<file path="src/rtl/rclip_pkg.sv">
package rclip_pkg;
  localparam int DEF_NWIN  = 16;
  localparam int DEF_CW    = 16;
  localparam int DEF_DEPTH = 64;

  // Row number seen by the row list: interleaved when interlaced
  function automatic logic [DEF_CW-1:0] eff_row(input logic [DEF_CW-1:0] cnt,
                                                input logic par, input logic ilace);
    eff_row = ilace ? {cnt[DEF_CW-2:0], par} : cnt;
  endfunction
endpackage

</file>
<file path="src/rtl/rclip_table.sv">
module rclip_table #(
  parameter int W     = 32,
  parameter int DEPTH = 64,
  localparam int AW   = $clog2(DEPTH)
) (
  input  logic          clk,
  input  logic          we,
  input  logic [AW-1:0] waddr,
  input  logic [W-1:0]  wdata,
  input  logic [AW-1:0] ra0,
  input  logic [AW-1:0] ra1,
  input  logic [AW-1:0] ra2,
  output logic [W-1:0]  rd0,
  output logic [W-1:0]  rd1,
  output logic [W-1:0]  rd2
);
  logic [W-1:0] mem [DEPTH];

  always_ff @(posedge clk) begin
    if (we) mem[waddr] <= wdata;
  end

  // distributed-RAM style asynchronous reads
  assign rd0 = mem[ra0];
  assign rd1 = mem[ra1];
  assign rd2 = mem[ra2];
endmodule

</file>
<file path="src/rtl/rclip_col_tracker.sv">
module rclip_col_tracker #(
  parameter int NWIN = 16,
  parameter int CW   = 16,
  parameter int HALF = 32,
  localparam int PW  = $clog2(HALF) + 1
) (
  input  logic            clk,
  input  logic            rst,
  input  logic            line_start,
  input  logic            pix_valid,
  output logic [PW-2:0]   rd_addr,
  input  logic [CW-1:0]   ent_coord,
  input  logic [NWIN-1:0] ent_flags,
  output logic [NWIN-1:0] cur_flags
);
  localparam logic [PW-1:0] HALF_P = PW'(HALF);

  logic [PW-1:0]   ptr;
  logic [CW-1:0]   col;
  logic [NWIN-1:0] flags;
  logic            avail, hit;

  assign rd_addr = ptr[PW-2:0];
  assign avail   = (ptr < HALF_P) && ((ptr == '0) || (ent_coord != '0));
  assign hit     = pix_valid && avail && (ent_coord == col);
  assign cur_flags = hit ? ent_flags : flags;

  always_ff @(posedge clk) begin
    if (rst || line_start) begin
      ptr   <= '0;
      col   <= '0;
      flags <= '0;
    end else if (pix_valid) begin
      col <= col + 1'b1;
      if (hit) begin
        flags <= ent_flags;
        ptr   <= ptr + 1'b1;
      end
    end
  end

  assert_col_restart_R5: assert property (@(posedge clk) disable iff (rst)
    line_start |=> (ptr == '0) && (flags == '0));
  assert_col_hold_R5: assert property (@(posedge clk) disable iff (rst)
    (!line_start && !pix_valid) |=> $stable(flags) && $stable(ptr));
  assert_col_step_R5: assert property (@(posedge clk) disable iff (rst)
    !line_start |=> (ptr == $past(ptr)) || (ptr == $past(ptr) + 1'b1));
  assert_col_bound_R10: assert property (@(posedge clk) disable iff (rst)
    ptr <= HALF_P);
endmodule

</file>
<file path="src/rtl/rclip_row_tracker.sv">
module rclip_row_tracker
  import rclip_pkg::*;
#(
  parameter int NWIN = 16,
  parameter int CW   = 16,
  parameter int HALF = 32,
  localparam int PW  = $clog2(HALF) + 1
) (
  input  logic            clk,
  input  logic            rst,
  input  logic            field_start,
  input  logic            field_odd,
  input  logic            interlaced,
  input  logic            line_start,
  output logic [PW-2:0]   rd_addr0,
  output logic [PW-2:0]   rd_addr1,
  input  logic [CW-1:0]   c0,
  input  logic [NWIN-1:0] f0,
  input  logic [CW-1:0]   c1,
  input  logic [NWIN-1:0] f1,
  output logic [NWIN-1:0] row_flags
);
  localparam logic [PW-1:0] HALF_P = PW'(HALF);

  logic [PW-1:0] ptr, ptr1;
  logic [CW-1:0] cnt, eff;
  logic          par_q, ilace_q;
  logic          a0, a1, pass0, pass1;

  assign ptr1     = ptr + 1'b1;
  assign rd_addr0 = ptr[PW-2:0];
  assign rd_addr1 = ptr1[PW-2:0];

  always_comb begin
    if (CW == DEF_CW) eff = CW'(eff_row(DEF_CW'(cnt), par_q, ilace_q));
    else              eff = ilace_q ? {cnt[CW-2:0], par_q} : cnt;
  end

  assign a0    = (ptr < HALF_P) && ((ptr == '0) || (c0 != '0));
  assign a1    = (ptr1 < HALF_P) && (c1 != '0);
  assign pass0 = a0 && (c0 <= eff);
  assign pass1 = pass0 && a1 && (c1 <= eff);

  always_ff @(posedge clk) begin
    if (rst || field_start) begin
      ptr       <= '0;
      cnt       <= '0;
      row_flags <= '0;
      par_q     <= rst ? 1'b0 : field_odd;
      ilace_q   <= rst ? 1'b0 : interlaced;
    end else if (line_start) begin
      cnt <= cnt + 1'b1;
      if (pass1) begin
        row_flags <= f1;
        ptr       <= ptr + 2'd2;
      end else if (pass0) begin
        row_flags <= f0;
        ptr       <= ptr1;
      end
    end
  end

  assert_row_field_clear_R6: assert property (@(posedge clk) disable iff (rst)
    field_start |=> (row_flags == '0) && (ptr == '0));
  assert_row_hold_R6: assert property (@(posedge clk) disable iff (rst)
    (!field_start && !line_start) |=> $stable(row_flags) && $stable(ptr));
  assert_row_step_R8: assert property (@(posedge clk) disable iff (rst)
    !field_start |=> (ptr >= $past(ptr)) && (ptr <= $past(ptr) + 2'd2));
  assert_row_bound_R10: assert property (@(posedge clk) disable iff (rst)
    ptr <= HALF_P);
endmodule

</file>
<file path="src/rtl/rect_clip_engine.sv">
module rect_clip_engine
  import rclip_pkg::*;
#(
  parameter int NWIN  = DEF_NWIN,
  parameter int CW    = DEF_CW,
  parameter int DEPTH = DEF_DEPTH,
  localparam int W    = CW + NWIN,
  localparam int AW   = $clog2(DEPTH),
  localparam int HALF = DEPTH / 2
) (
  input  logic          clk,
  input  logic          rst,
  input  logic          tbl_we,
  input  logic [AW-1:0] tbl_addr,
  input  logic [W-1:0]  tbl_wdata,
  input  logic          field_start,
  input  logic          field_odd,
  input  logic          interlaced,
  input  logic          line_start,
  input  logic          pix_valid,
  output logic          clip_out,
  output logic          clip_valid
);
  logic [AW-2:0]   col_addr, row_addr0, row_addr1;
  logic [W-1:0]    col_word, row_word0, row_word1;
  logic [NWIN-1:0] col_flags, row_flags;

  rclip_table #(.W(W), .DEPTH(DEPTH)) u_table (
    .clk(clk), .we(tbl_we), .waddr(tbl_addr), .wdata(tbl_wdata),
    .ra0({1'b0, col_addr}), .ra1({1'b1, row_addr0}), .ra2({1'b1, row_addr1}),
    .rd0(col_word), .rd1(row_word0), .rd2(row_word1)
  );

  rclip_col_tracker #(.NWIN(NWIN), .CW(CW), .HALF(HALF)) u_col (
    .clk(clk), .rst(rst), .line_start(line_start), .pix_valid(pix_valid),
    .rd_addr(col_addr), .ent_coord(col_word[W-1:NWIN]),
    .ent_flags(col_word[NWIN-1:0]), .cur_flags(col_flags)
  );

  rclip_row_tracker #(.NWIN(NWIN), .CW(CW), .HALF(HALF)) u_row (
    .clk(clk), .rst(rst), .field_start(field_start), .field_odd(field_odd),
    .interlaced(interlaced), .line_start(line_start),
    .rd_addr0(row_addr0), .rd_addr1(row_addr1),
    .c0(row_word0[W-1:NWIN]), .f0(row_word0[NWIN-1:0]),
    .c1(row_word1[W-1:NWIN]), .f1(row_word1[NWIN-1:0]),
    .row_flags(row_flags)
  );

  always_ff @(posedge clk) begin
    if (rst) begin
      clip_out   <= 1'b0;
      clip_valid <= 1'b0;
    end else begin
      clip_valid <= pix_valid;
      clip_out   <= pix_valid && (|(row_flags & col_flags));
    end
  end

  assert_valid_follows_R9: assert property (@(posedge clk) disable iff (rst)
    pix_valid |=> clip_valid);
  assert_idle_follows_R9: assert property (@(posedge clk) disable iff (rst)
    !pix_valid |=> !clip_valid && !clip_out);
endmodule

</file>
<file path="config.mk">
export PLATFORM = sky130hd
export DESIGN_NAME = rect_clip_engine
export DESIGN_NICKNAME = d
export VERILOG_FILES = /design/src/rtl/rclip_pkg.sv /design/src/rtl/rclip_table.sv /design/src/rtl/rclip_col_tracker.sv /design/src/rtl/rclip_row_tracker.sv /design/src/rtl/rect_clip_engine.sv
export SDC_FILE = /design/constraint.sdc
export NUM_CORES = 2
export LEC_CHECK = 0
export BUFFER_PORTS_ARGS = -buffer_cell sky130_fd_sc_hd__buf_2
export CAP_MARGIN = 20
export CORE_MARGIN = 1
export CORE_UTILIZATION = 62
export DETAILED_ROUTE_END_ITERATION = 12
export PLACE_DENSITY = 0.78
export SLEW_MARGIN = 20
export SYNTH_ARGS = -nofsm -noshare
export SYNTH_HDL_FRONTEND = slang
export SYNTH_SLANG_ARGS = --single-unit
export TNS_END_PERCENT = 5
</file>
<file path="constraint.sdc">
create_clock -name clk -period 12.7 [get_ports clk]
set_input_delay 2.54 -clock clk [delete_from_list [all_inputs] [get_ports clk]]
set_output_delay 2.54 -clock clk [all_outputs]
set_load 0.005 [all_outputs]
</file>
==> impl_metrics.json <==
{
  "cts_resized": 0,
  "fp.dieH_um": 385,
  "ys_warn_count": 0,
  "power_mw": 14.3,
  "clk_latency_ns": 0.86,
  "rsz0062_at_grt": "no",
  "num_vias": 47800,
  "maxCapViolations": 0,
  "wl_per_cell_um": 36.7,
  "wirelength_um": 236000,
  "grt_pass1_wl_um": 338000,
  "worst_hold_path_type": "flop to flop",
  "synth_top_cell_by_area": "edfxtp_1",
  "crit_top_cell": "o21a_1",
  "syn_area_per_cell_sq_um": 21.5,
  "period_minus_slack_ns": 7.73,
  "critPathMaxFanout": 89,
  "synthDistinctLibCells": 68,
  "synth_area_leaders": "edfxtp_1, mux4_2, dfxtp_1, mux2i_1, nor2_1",
  "relSlewSlack_pct": 24.0,
  "max_stage_delay_ns": 0.90,
  "setup_tns_ns": 0,
  "start_util_pct": 62.5,
  "p_leak_nw": 30.1,
  "io_buffers": 47,
  "dr.pass1.iters": 6,
  "crit_path_end_kind": "flop",
  "grt_max_degree": 149,
  "drt_iter0_drc": 7125,
  "drc": 0,
  "layout_commonest_cell": "edfxtp_1",
  "die_w_um": 385,
  "synth_nets": 4324,
  "critPathLaunchType": "flop",
  "final_net_count": 4416,
  "synthFlopType": "edfxtp_1",
  "track_usage_pct": 32.4,
  "htree_levels": 4,
  "cp_cell_sequence": "inv_1, ha_4, buf_12, buf_4, mux4_2, mux4_2, mux2_2, ha_1, nor2b_1, o21a_1, o21a_1, o21a_1, o21a_1, o21ai_0, nand4b_1, a21o_2, a211oi_1, a21oi_1, mux2i_1, nor2_1",
  "core_area_sq_um": 146000,
  "antenna_found_initial": 11,
  "fin_skew_ns": 0.0307,
  "syn2layout_area_growth_pct": 10.7,
  "final_util_pct": 69.2,
  "min_period_over_period_pct": 60.9,
  "ys_seq_area_share_pct": 69.5,
  "cts_tree": "built",
  "cellPowerDensity_nw_per_um2": 141,
  "cts.path.max_buffers": 3,
  "dp_slack_ns": 4.93,
  "worstSetupPathType": "flop to flop",
  "ys_seq_elements": 2138,
  "drive_gt1_share_pct": 32.7,
  "dpl.hpwl_um": 119000,
  "overflow": 0,
  "cts.sinks": 2138,
  "hold_viol": 0,
  "async_flop_share_pct": 0,
  "fmax_mhz": 129,
  "cp.required_ns": 13.38,
  "finalSetupViolCount": 0,
  "final_cell_mix": "edfxtp_1, mux4_2, clkbuf_16, mux2i_1, buf_4",
  "rows": 140,
  "drv_slew": 0,
  "io_pins": 48,
  "yosysTopAreaCellShare_pct": 67.5,
  "syn_inst": 4239,
  "tightest_slew_ns": 1.14,
  "first_global_vias": 48000,
  "synth-edff-count": 2050,
  "post_cts_buffers": 0,
  "cts_hold_buf": 0,
  "drtAntennaViolNets": 0,
  "place_congestion": 0.863,
  "die_area_sq_um": 149000,
  "slowest_stage": "dfxtp_4",
  "ir_worst_vdd_v": 0.000179,
  "worstPathArrival_ns": 8.41,
  "root_buffer": "clkbuf_16",
  "timing.final.ws_setup_ns": 4.97,
  "vias_per_cell": 7.43,
  "netlist_area_sq_um": 91100,
  "numCtsBuffers": 206,
  "outcome": "finished, final reports clean",
  "path_clk_slew_ns": 0.06
}
==> cell families after synthesis <==
kind of cell / share of synthesized area [%]
fa+ha+maj: 0.535
buf+inv: 1.45
flops: 69.5
xor+xnor: 0.527
simple gates: 2.27
mux: 24.3
compound gates: 1.45
==> stage by stage <==
| stage | instance area (sq um) | hold slack, ns | instances |
|---|---|---|---|
| 2_1_floorplan | 91100 | 0.456 | 4239 |
| 3_3_place_gp | 94000 | 0.469 | 6037 |
| 3_5_place_dp | 94000 | 0.484 | 6038 |
| 4_1_cts | 101000 | 0.502 | 6425 |
| 5_1_grt | 101000 | 0.538 | 6427 |
| 6_report | 101000 | 0.499 | 6436 |
==> state kept, by name (all words and copies together) (netlist names), 6 cells and up, named ones only <==
name,count
u_table.mem,2048
u_col.col,16
u_col.flags,16
u_row.cnt,16
u_row.row_flags,16
u_col.ptr,6
u_row.ptr,6
==> routing by layer <==
metal	track usage [%]	wire, um
met1	45.4	84600
met2	51.0	115000
met3	6.85	27900
met4	12.0	8900
met5	0	50
==> cells in the mapped netlist (5+ instances only) <==
cell type	number
nor3_1	9
mux2i_1	142
nor2_1	163
dfxtp_1	88
nand2_1	106
edfxtp_1	2050
mux4_2	901
o22ai_1	8
nor4_1	10
ha_1	39
inv_1	24
or3_1	8
buf_4	18
mux2_2	37
buf_2	49
buf_1	59
nand3_1	35
o21ai_0	12
a211oi_1	25
nand2b_1	7
a21o_1	9
buf_6	10
a31oi_1	7
and3_1	11
xnor2_1	13
nand3b_1	5
nand4_1	20
a22oi_1	39
nor2b_1	38
xor2_1	40
a21oi_1	40
and2_1	9
o21ai_1	7
clkbuf_1	135
a221oi_1	6
==> power by group <==
group / internal [mW] / switching [mW]
Combinational: 0.123 / 0.228
Sequential: 7.77 / 0.0245
Clock: 3.46 / 2.65
Total: 11.4 / 2.91
==> worst paths after layout <==
check,start,endpoint,slack (ns),cells after the start
worst max-delay path,u_row.ptr[0],u_row.row_flags[8],4.97,20
worst min-delay path,u_col.flags[13],u_col.flags[13],0.50,2
worst max register to register,u_row.ptr[0],u_row.row_flags[8],4.97,20
worst min register to register,u_col.flags[13],u_col.flags[13],0.50,2
==> area by class of cell <==
cell class | count | area, sq um
flip-flops and latches | 2138 | 63400
fillers | 8545 | 44900
multi-input cells | 1803 | 27000
clock buffers | 267 | 5470
well taps | 1917 | 2400
clock inverters | 120 | 1280
repair buffers | 155 | 1220
inverters | 27 | 101
diodes | 9 | 22.5
==> critical path: cells and delay by family (launching register included) <==
family | cells | cell delay (ns)
mux | 4 | 1.57
fa+ha+maj | 2 | 1.15
simple gates | 3 | 0.37
compound gates | 8 | 1.78
flops | 1 | 0.90
buf+inv | 3 | 1.55
No activity file was read; power rests on OpenSTA's default activity.
